## src/rtl/rfe_pkg.sv

```systemverilog
package rfe_pkg;

  typedef enum logic [2:0] {
    CK_NONE,
    CK_COLOR,
    CK_START,
    CK_STOP,
    CK_RECT,
    CK_BITMAP,
    CK_GO
  } cmd_kind_e;

  typedef enum logic [1:0] {
    DM_NONE   = 2'd0,
    DM_RECT   = 2'd1,
    DM_BITMAP = 2'd2
  } draw_mode_e;

  // field-matched opcodes in word[55:32]
  localparam logic [23:0] OP_COLOR = 24'h185C04;
  localparam logic [23:0] OP_START = 24'h184604;
  localparam logic [23:0] OP_STOP  = 24'h184704;

  // whole-word commands
  localparam logic [63:0] WORD_RECT   = 64'h0019100400018000;
  localparam logic [63:0] WORD_BITMAP = 64'h0019100400418008;
  localparam logic [63:0] WORD_GO     = 64'h001C130400000018;

endpackage

```

## src/rtl/rfe_decode.sv

```systemverilog
module rfe_decode
  import rfe_pkg::*;
(
  input  logic [63:0] word,
  output cmd_kind_e   kind
);

  always_comb begin
    if (word == WORD_GO) begin
      kind = CK_GO;
    end else if (word == WORD_RECT) begin
      kind = CK_RECT;
    end else if (word == WORD_BITMAP) begin
      kind = CK_BITMAP;
    end else begin
      case (word[55:32])
        OP_COLOR: kind = CK_COLOR;
        OP_START: kind = CK_START;
        OP_STOP:  kind = CK_STOP;
        default:  kind = CK_NONE;
      endcase
    end
  end

endmodule

```

## src/rtl/rfe_regs.sv

```systemverilog
module rfe_regs
  import rfe_pkg::*;
#(
  parameter int SCR_W = 1280,
  parameter int SCR_H = 1024,
  localparam int XW = $clog2(SCR_W),
  localparam int YW = $clog2(SCR_H)
) (
  input  logic          clk,
  input  logic          rst_n,
  input  logic          load,
  input  cmd_kind_e     kind,
  input  logic [31:0]   word_lo,
  output logic [7:0]    color,
  output logic [XW-1:0] start_x,
  output logic [YW-1:0] start_y,
  output logic [XW-1:0] stop_x,
  output logic [YW-1:0] stop_y,
  output logic [XW-1:0] cur_x,
  output logic [YW-1:0] cur_y,
  output draw_mode_e    mode
);

  logic [XW-1:0] fx;
  logic [YW-1:0] fy;

  // out-of-screen coordinates collapse to zero
  always_comb begin
    fx = (word_lo[31:16] >= 16'(SCR_W)) ? '0 : word_lo[16 +: XW];
    fy = (word_lo[15:0]  >= 16'(SCR_H)) ? '0 : word_lo[0 +: YW];
  end

  always_ff @(posedge clk) begin
    if (!rst_n) begin
      color   <= '0;
      start_x <= '0;
      start_y <= '0;
      stop_x  <= '0;
      stop_y  <= '0;
      cur_x   <= '0;
      cur_y   <= '0;
      mode    <= DM_NONE;
    end else if (load) begin
      case (kind)
        CK_COLOR: color <= word_lo[19:12];
        CK_START: begin
          start_x <= fx;
          start_y <= fy;
          cur_x   <= fx;
          cur_y   <= fy;
        end
        CK_STOP: begin
          stop_x <= fx;
          stop_y <= fy;
        end
        CK_RECT:   mode <= DM_RECT;
        CK_BITMAP: mode <= DM_BITMAP;
        default: ;
      endcase
    end
  end

endmodule

```

## src/rtl/rfe_scan.sv

```systemverilog
module rfe_scan #(
  parameter int SCR_W = 1280,
  parameter int SCR_H = 1024,
  localparam int XW = $clog2(SCR_W),
  localparam int YW = $clog2(SCR_H),
  localparam int AW = $clog2(3 * SCR_W * SCR_H)
) (
  input  logic          clk,
  input  logic          rst_n,
  input  logic          launch,
  input  logic [XW-1:0] start_x,
  input  logic [YW-1:0] start_y,
  input  logic [XW-1:0] stop_x,
  input  logic [YW-1:0] stop_y,
  input  logic          px_ready,
  output logic          busy,
  output logic [AW-1:0] px_addr
);

  localparam logic [AW-1:0] ROW_BYTES = AW'(3 * SCR_W);

  logic          busy_q;
  logic [XW-1:0] x_q;
  logic [YW-1:0] y_q;
  logic [AW-1:0] row_q;   // byte address of (start_x, y_q)
  logic [AW-1:0] addr_q;  // byte address of (x_q, y_q)
  logic          nonempty;
  logic [AW-1:0] first_addr;
  logic          row_end;
  logic          last_row;

  always_comb begin
    nonempty   = (stop_x >= start_x) && (stop_y >= start_y);
    first_addr = AW'(YW'(SCR_H - 1) - start_y) * ROW_BYTES
               + AW'(start_x) + AW'(start_x) + AW'(start_x);
    row_end    = (x_q == stop_x);
    last_row   = (y_q == stop_y);
  end

  always_ff @(posedge clk) begin
    if (!rst_n) begin
      busy_q <= 1'b0;
      x_q    <= '0;
      y_q    <= '0;
      row_q  <= '0;
      addr_q <= '0;
    end else if (!busy_q) begin
      if (launch && nonempty) begin
        busy_q <= 1'b1;
        x_q    <= start_x;
        y_q    <= start_y;
        row_q  <= first_addr;
        addr_q <= first_addr;
      end
    end else if (px_ready) begin
      if (!row_end) begin
        x_q    <= x_q + 1'b1;
        addr_q <= addr_q + AW'(3);
      end else if (last_row) begin
        busy_q <= 1'b0;
      end else begin
        x_q    <= start_x;
        y_q    <= y_q + 1'b1;
        row_q  <= row_q - ROW_BYTES;
        addr_q <= row_q - ROW_BYTES;
      end
    end
  end

  assign busy    = busy_q;
  assign px_addr = addr_q;

endmodule

```

## src/rtl/rect_fill_engine.sv

```systemverilog
module rect_fill_engine
  import rfe_pkg::*;
#(
  parameter int SCR_W = 1280,
  parameter int SCR_H = 1024,
  localparam int XW = $clog2(SCR_W),
  localparam int YW = $clog2(SCR_H),
  localparam int AW = $clog2(3 * SCR_W * SCR_H)
) (
  input  logic          clk,
  input  logic          rst_n,
  input  logic          cmd_valid,
  output logic          cmd_ready,
  input  logic [63:0]   cmd_data,
  output logic [7:0]    pal_idx,
  input  logic [23:0]   pal_rgb,
  output logic          px_valid,
  input  logic          px_ready,
  output logic [AW-1:0] px_addr,
  output logic [23:0]   px_rgb,
  output logic [1:0]    draw_mode,
  output logic [XW-1:0] cursor_x,
  output logic [YW-1:0] cursor_y
);

  cmd_kind_e     kind;
  draw_mode_e    mode;
  logic          busy;
  logic          accept;
  logic          launch;
  logic [XW-1:0] sx, ex;
  logic [YW-1:0] sy, ey;

  assign cmd_ready = !busy;
  assign accept    = cmd_valid && cmd_ready;
  assign launch    = accept && (kind == CK_GO) && (mode == DM_RECT);

  rfe_decode u_dec (
    .word (cmd_data),
    .kind (kind)
  );

  rfe_regs #(.SCR_W(SCR_W), .SCR_H(SCR_H)) u_regs (
    .clk     (clk),
    .rst_n   (rst_n),
    .load    (accept),
    .kind    (kind),
    .word_lo (cmd_data[31:0]),
    .color   (pal_idx),
    .start_x (sx),
    .start_y (sy),
    .stop_x  (ex),
    .stop_y  (ey),
    .cur_x   (cursor_x),
    .cur_y   (cursor_y),
    .mode    (mode)
  );

  rfe_scan #(.SCR_W(SCR_W), .SCR_H(SCR_H)) u_scan (
    .clk      (clk),
    .rst_n    (rst_n),
    .launch   (launch),
    .start_x  (sx),
    .start_y  (sy),
    .stop_x   (ex),
    .stop_y   (ey),
    .px_ready (px_ready),
    .busy     (busy),
    .px_addr  (px_addr)
  );

  assign px_valid  = busy;
  assign px_rgb    = pal_rgb;
  assign draw_mode = mode;

endmodule

```

## config.mk

```make
export PLATFORM = sky130hd
export DESIGN_NAME = rect_fill_engine
export DESIGN_NICKNAME = d
export VERILOG_FILES = /design/src/rtl/rfe_pkg.sv /design/src/rtl/rfe_decode.sv /design/src/rtl/rfe_regs.sv /design/src/rtl/rfe_scan.sv /design/src/rtl/rect_fill_engine.sv
export SDC_FILE = /design/constraint.sdc
export NUM_CORES = 1
export LEC_CHECK = 0
export BUFFER_PORTS_ARGS = -buffer_cell sky130_fd_sc_hd__buf_2
export CAP_MARGIN = 0
export CORE_MARGIN = 5
export CORE_UTILIZATION = 35
export CTS_BUF_LIST = sky130_fd_sc_hd__clkbuf_4
export CTS_CLUSTER_DIAMETER = 120
export CTS_CLUSTER_SIZE = 25
export DETAILED_ROUTE_END_ITERATION = 8
export HOLD_SLACK_MARGIN = 0.05
export PLACE_DENSITY = 0.55
export SETUP_SLACK_MARGIN = 0.3
export SLEW_MARGIN = 20
export SYNTH_ARGS = -nofsm -noshare
export SYNTH_HDL_FRONTEND = slang
export SYNTH_HIERARCHICAL = 1
export SYNTH_SLANG_ARGS = --single-unit
```

## constraint.sdc

```tcl
create_clock -name clk -period 7.8 [get_ports clk]
set_input_delay 1.17 -clock clk [delete_from_list [all_inputs] [get_ports clk]]
set_output_delay 1.17 -clock clk [all_outputs]
set_load 0.1 [all_outputs]
```

==> out/metrics.cfg, run 1 <==
[outcome]
status = finished, final reports clean

[critical_path]
r2r_end = u_scan/row_q[19]$_SDFFE_PN0P_
worstSetupEndpointType = flip-flop
crit_chain = buf_2 -> nor4_1 -> nand4_1 -> or4_1 -> o22ai_1 -> and4bb_1 -> and3_1 -> nor3b_1 -> and3_1 -> nand2_2 -> a22oi_2 -> buf_4 -> o211ai_1 -> a21oi_1
cp-start-kind = primary input
rr_worst_depth = 14
criticalPathCategory = in2reg
cp_common_cell = and3_1
cp_data_required_time_ns = 8.27
crit_buf_inv = 2
crit_fanout = 35
crit_arrival_ns = 5.34
cpPeakStageDelay_ns = 0.56
crit_family = simple AND/OR/NAND/NOR gates
reg2reg_from = u_regs/cur_y[0]$_SDFFE_PN0P_
cp_slowest_cell = or4_1
r2r_setup_slack_ns = 3.25

[synth]
synth_top_family_by_area = simple AND/OR/NAND/NOR gates
synth_area_sq_mm = 0.009404
synth_compound_area_share_pct = 19.24
synth-seq-area-share_pct = 25.12
synthFlopType = dfxtp_1
muxShareOfSynthArea_pct = 2.555
synth_fa_ha_area_share_pct = 12.59
async_reset_ff_share_pct = 0
ys_seq_elements = 118
ys_warn_count = 6
synth_edf_count = 0
synth-simple-area-share_pct = 23.72
synth_area_per_cell_sq_um = 8.010
synthXorXnorAreaFrac_pct = 7.318
synth_cells = 1174
synth_nets = 1348
synth.distinct_cells = 84

[timing]
setup_viol = 0
hold_viol_final = 0
fmax_mhz = 205.6
finalCriticalPeriod_ns = 4.863
slew_headroom_pct = 32.70
period_share_pct = 62.35
slew_viol_final = 0
skew_ns = 0.02741
setup_tns_ns = 0
worstMarginPinSlew_ns = 1.000
rsz0062_at_grt = no

[cts]
cts_root_buf = clkbuf_4
clk_pin_slew_worst_paths_ns = 0.12
cts_buffers = 17
cts.path.max_buffers = 2
clk_latency_ns = 0.55
cts-hold-fix-buffers = 0
htree_levels = 4
cts_tree = yes
ctsResizeCount = 0
cts_sinks = 118
cts_setup_buffers = 0

[finish]
synthToLayoutAreaGrowth_pct = 8.528
drive_above_1_share_pct = 15.79
nFillCells = 2817
final_cell_mix = buf_2, dfxtp_1, nand2_1
layout.cells.most_common = buf_2
seqCellArea_sq_mm = 0.002364
nets = 1396
multi_input_area_sq_mm = 0.006163
final_util_pct = 38.19

[drt]
drt-initial-drc-count = 491
avgViaCountPerCell = 5.320
wl_per_cell_um = 16.58
final_antenna_net_count = 0
drcViolationCount = 0
drt-total-wl_mm = 26.15
firstDrtPassIters = 5
num_vias = 8389

[grt]
grt_max_degree = 90
antenna_found_initial = 1
grt_pass1_vias = 8098
grt_pass1_wl_mm = 42.41
gr-total-overflow = 0
grtUsageTotal_pct = 16.94

[power]
vdd_drop_max_mv = 0.09238
powerDensity_mw_per_mm2 = 111.7
p_clk_share_pct = 42.3
p_leak_nw = 4.061
pwr-share-comb_pct = 4.9
seqPwrFrac_pct = 52.8
swShare_pct = 27.61
power.internal_w = 0.0008254
p_switching_w = 0.0003148

[die]
die_w_um = 173.9
die_area_sq_mm = 0.03025
core_sq_mm = 0.02673
die_y_um = 173.9
ios = 171
fp-row-count = 60
start_util_pct = 35.19

[run]
maxCapViolations = 0

[worst_hold_path]
min_to = u_scan/row_q[0]$_SDFFE_PN0P_
min_from = u_scan/row_q[0]$_SDFFE_PN0P_
hold_path.class = reg2reg
min_path_cells = 2

[placed_design]
hpwl_mm = 19.72
io_buffers = 122
gp_congestion = 0.8564

-- state kept, by name (all words and copies together), names as in the netlist --
signal and cells:
u_scan/px_addr 22, u_scan/row_q 22, u_regs/cur_x 11, u_regs/stop_x 11, u_scan/x_q 11, u_regs/cur_y 10, u_regs/stop_y 10, u_scan/y_q 10
u_regs/color 8, u_regs/mode 2, u_scan/busy 1
-- routing by layer --
layer | track usage, % | routed length, um
met5 | 0 | 0
met2 | 26.32 | 11550
met4 | 3.365 | 240
met1 | 23.89 | 12720
met3 | 4.371 | 1643
-- stage by stage --
step           worst slack (ns)  cells  hold slack [ns]   power, W  instance area, sq um
6_report                  2.937   1577           0.4687   0.001140                 10210
5_1_grt                   2.577   1577           0.4742   0.001192                 10210
4_1_cts                   2.963   1576           0.4665   0.001156                 10200
3_5_place_dp              2.350   1544           0.4503  0.0006709                  9906
3_3_place_gp              2.476   1544           0.4435  0.0006706                  9906
2_1_floorplan             2.834   1174           0.4357  0.0006957                  9404
-- how the worst max path moves through the flow --
stage | slack [ns] | end | depth (start not counted) | start
global route | 2.58 | u_scan/px_addr[14]$_SDFFE_PN0P_ | 14 | cmd_data[19]
detailed placement | 2.35 | u_scan/px_addr[2]$_SDFFE_PN0P_ | 14 | cmd_data[19]
finish | 2.94 | u_scan/px_addr[2]$_SDFFE_PN0P_ | 14 | cmd_data[7]
floorplan | 2.83 | u_scan/px_addr[20]$_SDFFE_PN0P_ | 16 | u_regs/cur_y[0]$_SDFFE_PN0P_
CTS | 2.96 | u_scan/px_addr[2]$_SDFFE_PN0P_ | 14 | cmd_data[19]
global placement | 2.48 | u_scan/px_addr[13]$_SDFFE_PN0P_ | 14 | cmd_data[7]
-- tightest hold or removal path: cells and delay by family (launching register included) --
kind	cells	cell delay (ns)
flip-flops	1	0.33
AO/OA/AOI/OAI	1	0.06
AND/OR/NAND/NOR	1	0.05
-- final cells by class --
class	count	area share (%)
multi-input combinational	880	60.39
sequential	118	23.16
timing repair buffer	130	6.571
tap	341	4.180
inverter	75	2.758
clock inverter	14	1.594
clock buffer	18	1.324
antenna	1	0.02452
-- kinds of logic after synthesis --
logic type | after synthesis
flops | 118
mux | 24
buf+inv | 176
compound gates | 282
xor+xnor | 76
simple gates | 416
fa+ha+maj | 82
-- cell usage after synthesis, types with 4 or more instances --
cell type,n,area (sq um)
o21ai_0,58,290.3
nand4b_1,4,35.03
nor2_1,75,281.5
clkbuf_1,33,123.9
a21oi_1,79,395.4
inv_1,74,277.8
nand3_1,37,185.2
a211oi_1,13,97.59
nor3_1,21,105.1
o21a_1,10,75.07
buf_2,12,60.06
a31oi_1,10,62.56
ha_1,61,763.2
o22ai_1,4,25.02
nor3b_1,12,90.09
nor2b_1,28,175.2
and3_1,15,93.84
nand3b_1,4,30.03
a22o_1,5,43.79
nand2b_1,15,93.84
dfxtp_1,118,2362
xnor2_1,35,306.5
nor4_1,19,118.9
mux2i_1,24,240.2
o211ai_1,12,90.09
a21boi_1,28,210.2
buf_4,49,367.9
a21o_1,5,37.54
nand4_1,41,256.5
fa_1,21,420.4
o21ai_1,17,85.08
and2_1,5,31.28
nand2_1,107,401.6
buf_6,4,45.04
xor2_1,38,332.8
o31ai_1,4,30.03
-- power by group through the flow --
| stage | registers, W | logic [W] | clock network [W] |
|---|---|---|---|
| floorplan | 0.000616 | 0.0000798 | 0 |
| global placement | 0.000616 | 0.0000546 | 0 |
| detailed placement | 0.000616 | 0.0000550 | 0 |
| CTS | 0.000603 | 0.0000551 | 0.000498 |
| global route | 0.000603 | 0.0000602 | 0.000529 |
| finish | 0.000602 | 0.0000554 | 0.000482 |
Note: power is estimated with default switching activity, not from simulation.
==> run 2, diff against run 1 <==
Settings changed: ABC_AREA set to 1, PLACE_DENSITY 0.55 to 0.57.
Clock period 7.8 ns to 4.45 ns, I/O delays scaled along.
==> out/metrics.cfg, run 2 <==
[synth]
yosys.area.top_type = dfxtp_1
synth_area_per_cell_sq_um = 6.260
synth-seq-area-share_pct = 23.07
yosysTopAreaCellShare_pct = 23.07
netlist_top_cells_area = dfxtp_1, nand2_1, inv_1, nor2_1, ha_1
synth_cells = 1636
yosysMostFrequentCell = nand2_1
synth_common_cells = nand2_1, inv_1, nor2_1
synth_area_sq_mm = 0.01024
ys_warn_count = 6
synth_edf_count = 0
synthFlopType = dfxtp_1
async_reset_ff_share_pct = 0
ys_seq_elements = 118
synth_nets = 1810
synth.distinct_cells = 41

[timing]
worstMarginPinSlew_ns = 0.8567
setup_viol = 0
rsz0062_at_grt = no
finalCriticalPeriod_ns = 3.857
setup_tns_ns = 0
hold-worst-slack_ns = 0.4405
slew_viol_final = 0
hold_viol_final = 0
slew_headroom_pct = 42.82
fmax_mhz = 259.3
skew_ns = 0.04085
period_share_pct = 86.68

[grt]
grtUsageTotal_pct = 17.98
antenna_found_initial = 1
gr-total-overflow = 0
grt_use_met2_pct = 29.65
grt_pass1_vias = 9651
grt-busiest-layer = met2
grt.met1_usage_pct = 24.42
grt_pass1_wl_mm = 48.85
grt_max_degree = 66
gr-usage-met3_pct = 3.197

[finish]
nFillCells = 3199
drive_above_1_share_pct = 11.80
nets = 1867
synthToLayoutAreaGrowth_pct = 8.137
layout.cells.most_common = nand2_1
final_cell_mix = nand2_1, inv_1, nor2_1
final_util_pct = 38.48

[power]
vdd_drop_max_mv = 0.1388
powerDensity_mw_per_mm2 = 177.8
p_leak_nw = 5.409

[cts]
ctsResizeCount = 0
cts_sinks = 118
clk_pin_slew_worst_paths_ns = 0.12
cts.path.max_buffers = 2
htree_levels = 4
cts-hold-fix-buffers = 0
cts_setup_buffers = 0
cts_buffers = 17
cts_tree = yes
clk_latency_ns = 0.54
cts_root_buf = clkbuf_4

[drt]
num_vias = 10090
firstDrtPassIters = 5
final_antenna_net_count = 0
avgViaCountPerCell = 4.832
drcViolationCount = 0
drt-initial-drc-count = 671
drt-total-wl_mm = 29.88
wl_per_cell_um = 14.31

[die]
fp-row-count = 62
ios = 171
start_util_pct = 35.58
die_area_sq_mm = 0.03278
core_sq_mm = 0.02878
die_w_um = 181.1
die_y_um = 181.1

[critical_path]
cp-start-kind = flip-flop
criticalPathCategory = reg2reg
crit_arrival_ns = 4.29
crit_fanout = 5
worstSetupEndpointType = flip-flop
cp_data_required_time_ns = 4.88

[placed_design]
hpwl_mm = 22.99
io_buffers = 122
gp_congestion = 0.8550

[worst_hold_path]
hold_path.class = in2reg

[outcome]
status = finished, final reports clean

[run]
maxCapViolations = 0

run 2: final cells by class:
type | count | area [sq um] | share of cell area, %
well taps | 384 | 480.5 | 4.338
multi-input cells | 1187 | 6370 | 57.52
clock buffers | 18 | 135.1 | 1.220
clock inverters | 11 | 132.6 | 1.198
repair buffers | 131 | 678.2 | 6.124
inverters | 238 | 900.9 | 8.135
diodes | 1 | 2.502 | 0.02260
flip-flops and latches | 118 | 2375 | 21.44
run 2: routing by layer:
metal / up-vias / routed length, um / share of wire (%)
li1: 5204 / - / -
met1: 4588 / 14240 / 48
met2: 263 / 13540 / 45
met3: 34 / 1530 / 5.1
met4: 0 / 569 / 1.9
met5: - / 0 / 0
run 2: final timing paths:
| kind | slack, ns | to | cells past startpoint | from |
|---|---|---|---|---|
| max | 0.59 | u_scan/row_q[18]$_SDFFE_PN0P_ | 21 | u_regs/cur_y[0]$_SDFFE_PN0P_ |
| min | 0.44 | u_regs/color[1]$_SDFFE_PN0P_ | 3 | cmd_data[13] |
| max reg2reg | 0.59 | u_scan/row_q[18]$_SDFFE_PN0P_ | 21 | u_regs/cur_y[0]$_SDFFE_PN0P_ |
| min reg2reg | 0.45 | u_scan/row_q[2]$_SDFFE_PN0P_ | 2 | u_scan/row_q[2]$_SDFFE_PN0P_ |
run 2: stage by stage:
step | setup WS [ns] | total power, W | area, sq um | instances
CTS | 0.4624 | 0.002005 | 11040 | 2087
finish | 0.5927 | 0.001969 | 11070 | 2088
global route | 0.2991 | 0.002045 | 11070 | 2088
floorplan | 0.3616 | 0.001221 | 10250 | 1636
detailed placement | 0.4315 | 0.001171 | 10780 | 2058
global placement | 0.4722 | 0.001169 | 10780 | 2058
run 2: cell families (layout without fill, tap and decap cells):
kind of cell | count (synthesis) | after routing | share of synthesized area [%]
xor gates and xnor gates | 62 | 62 | 5.302
AOI/OAI and AO/OA | 220 | 220 | 11.24
DFF | 118 | 118 | 23.07
other | 0 | 1 | 0
adders and majority gates | 82 | 82 | 11.56
buffers and inverters | 331 | 398 | 15.00
and+or+nand+nor | 823 | 823 | 33.83
run 2: critical path, cell delays in order (launching register included):
cell     delay, ns
dfxtp_4       0.38
inv_1         0.09
fa_1          0.56
inv_1         0.05
fa_1          0.47
fa_1          0.49
inv_1         0.04
ha_1          0.30
ha_4          0.29
nand2_1       0.07
nor2_1        0.14
nand3_1       0.09
nand3_1       0.12
nand2_1       0.08
nand2_2       0.10
nand2_2       0.09
nor2_2        0.12
nor2_1        0.05
nand2_1       0.08
nand2_1       0.05
nor2_1        0.08
nor2_1        0.05
run 2: power breakdown:
group          total (W)    switching (W)  internal [W]  leakage [nW]
logic          0.0000919        0.0000587     0.0000332          4.31
registers        0.00105  0.0000000000677       0.00105         0.953
clock network   0.000823         0.000442      0.000382         0.151
total            0.00197         0.000500       0.00147          5.41
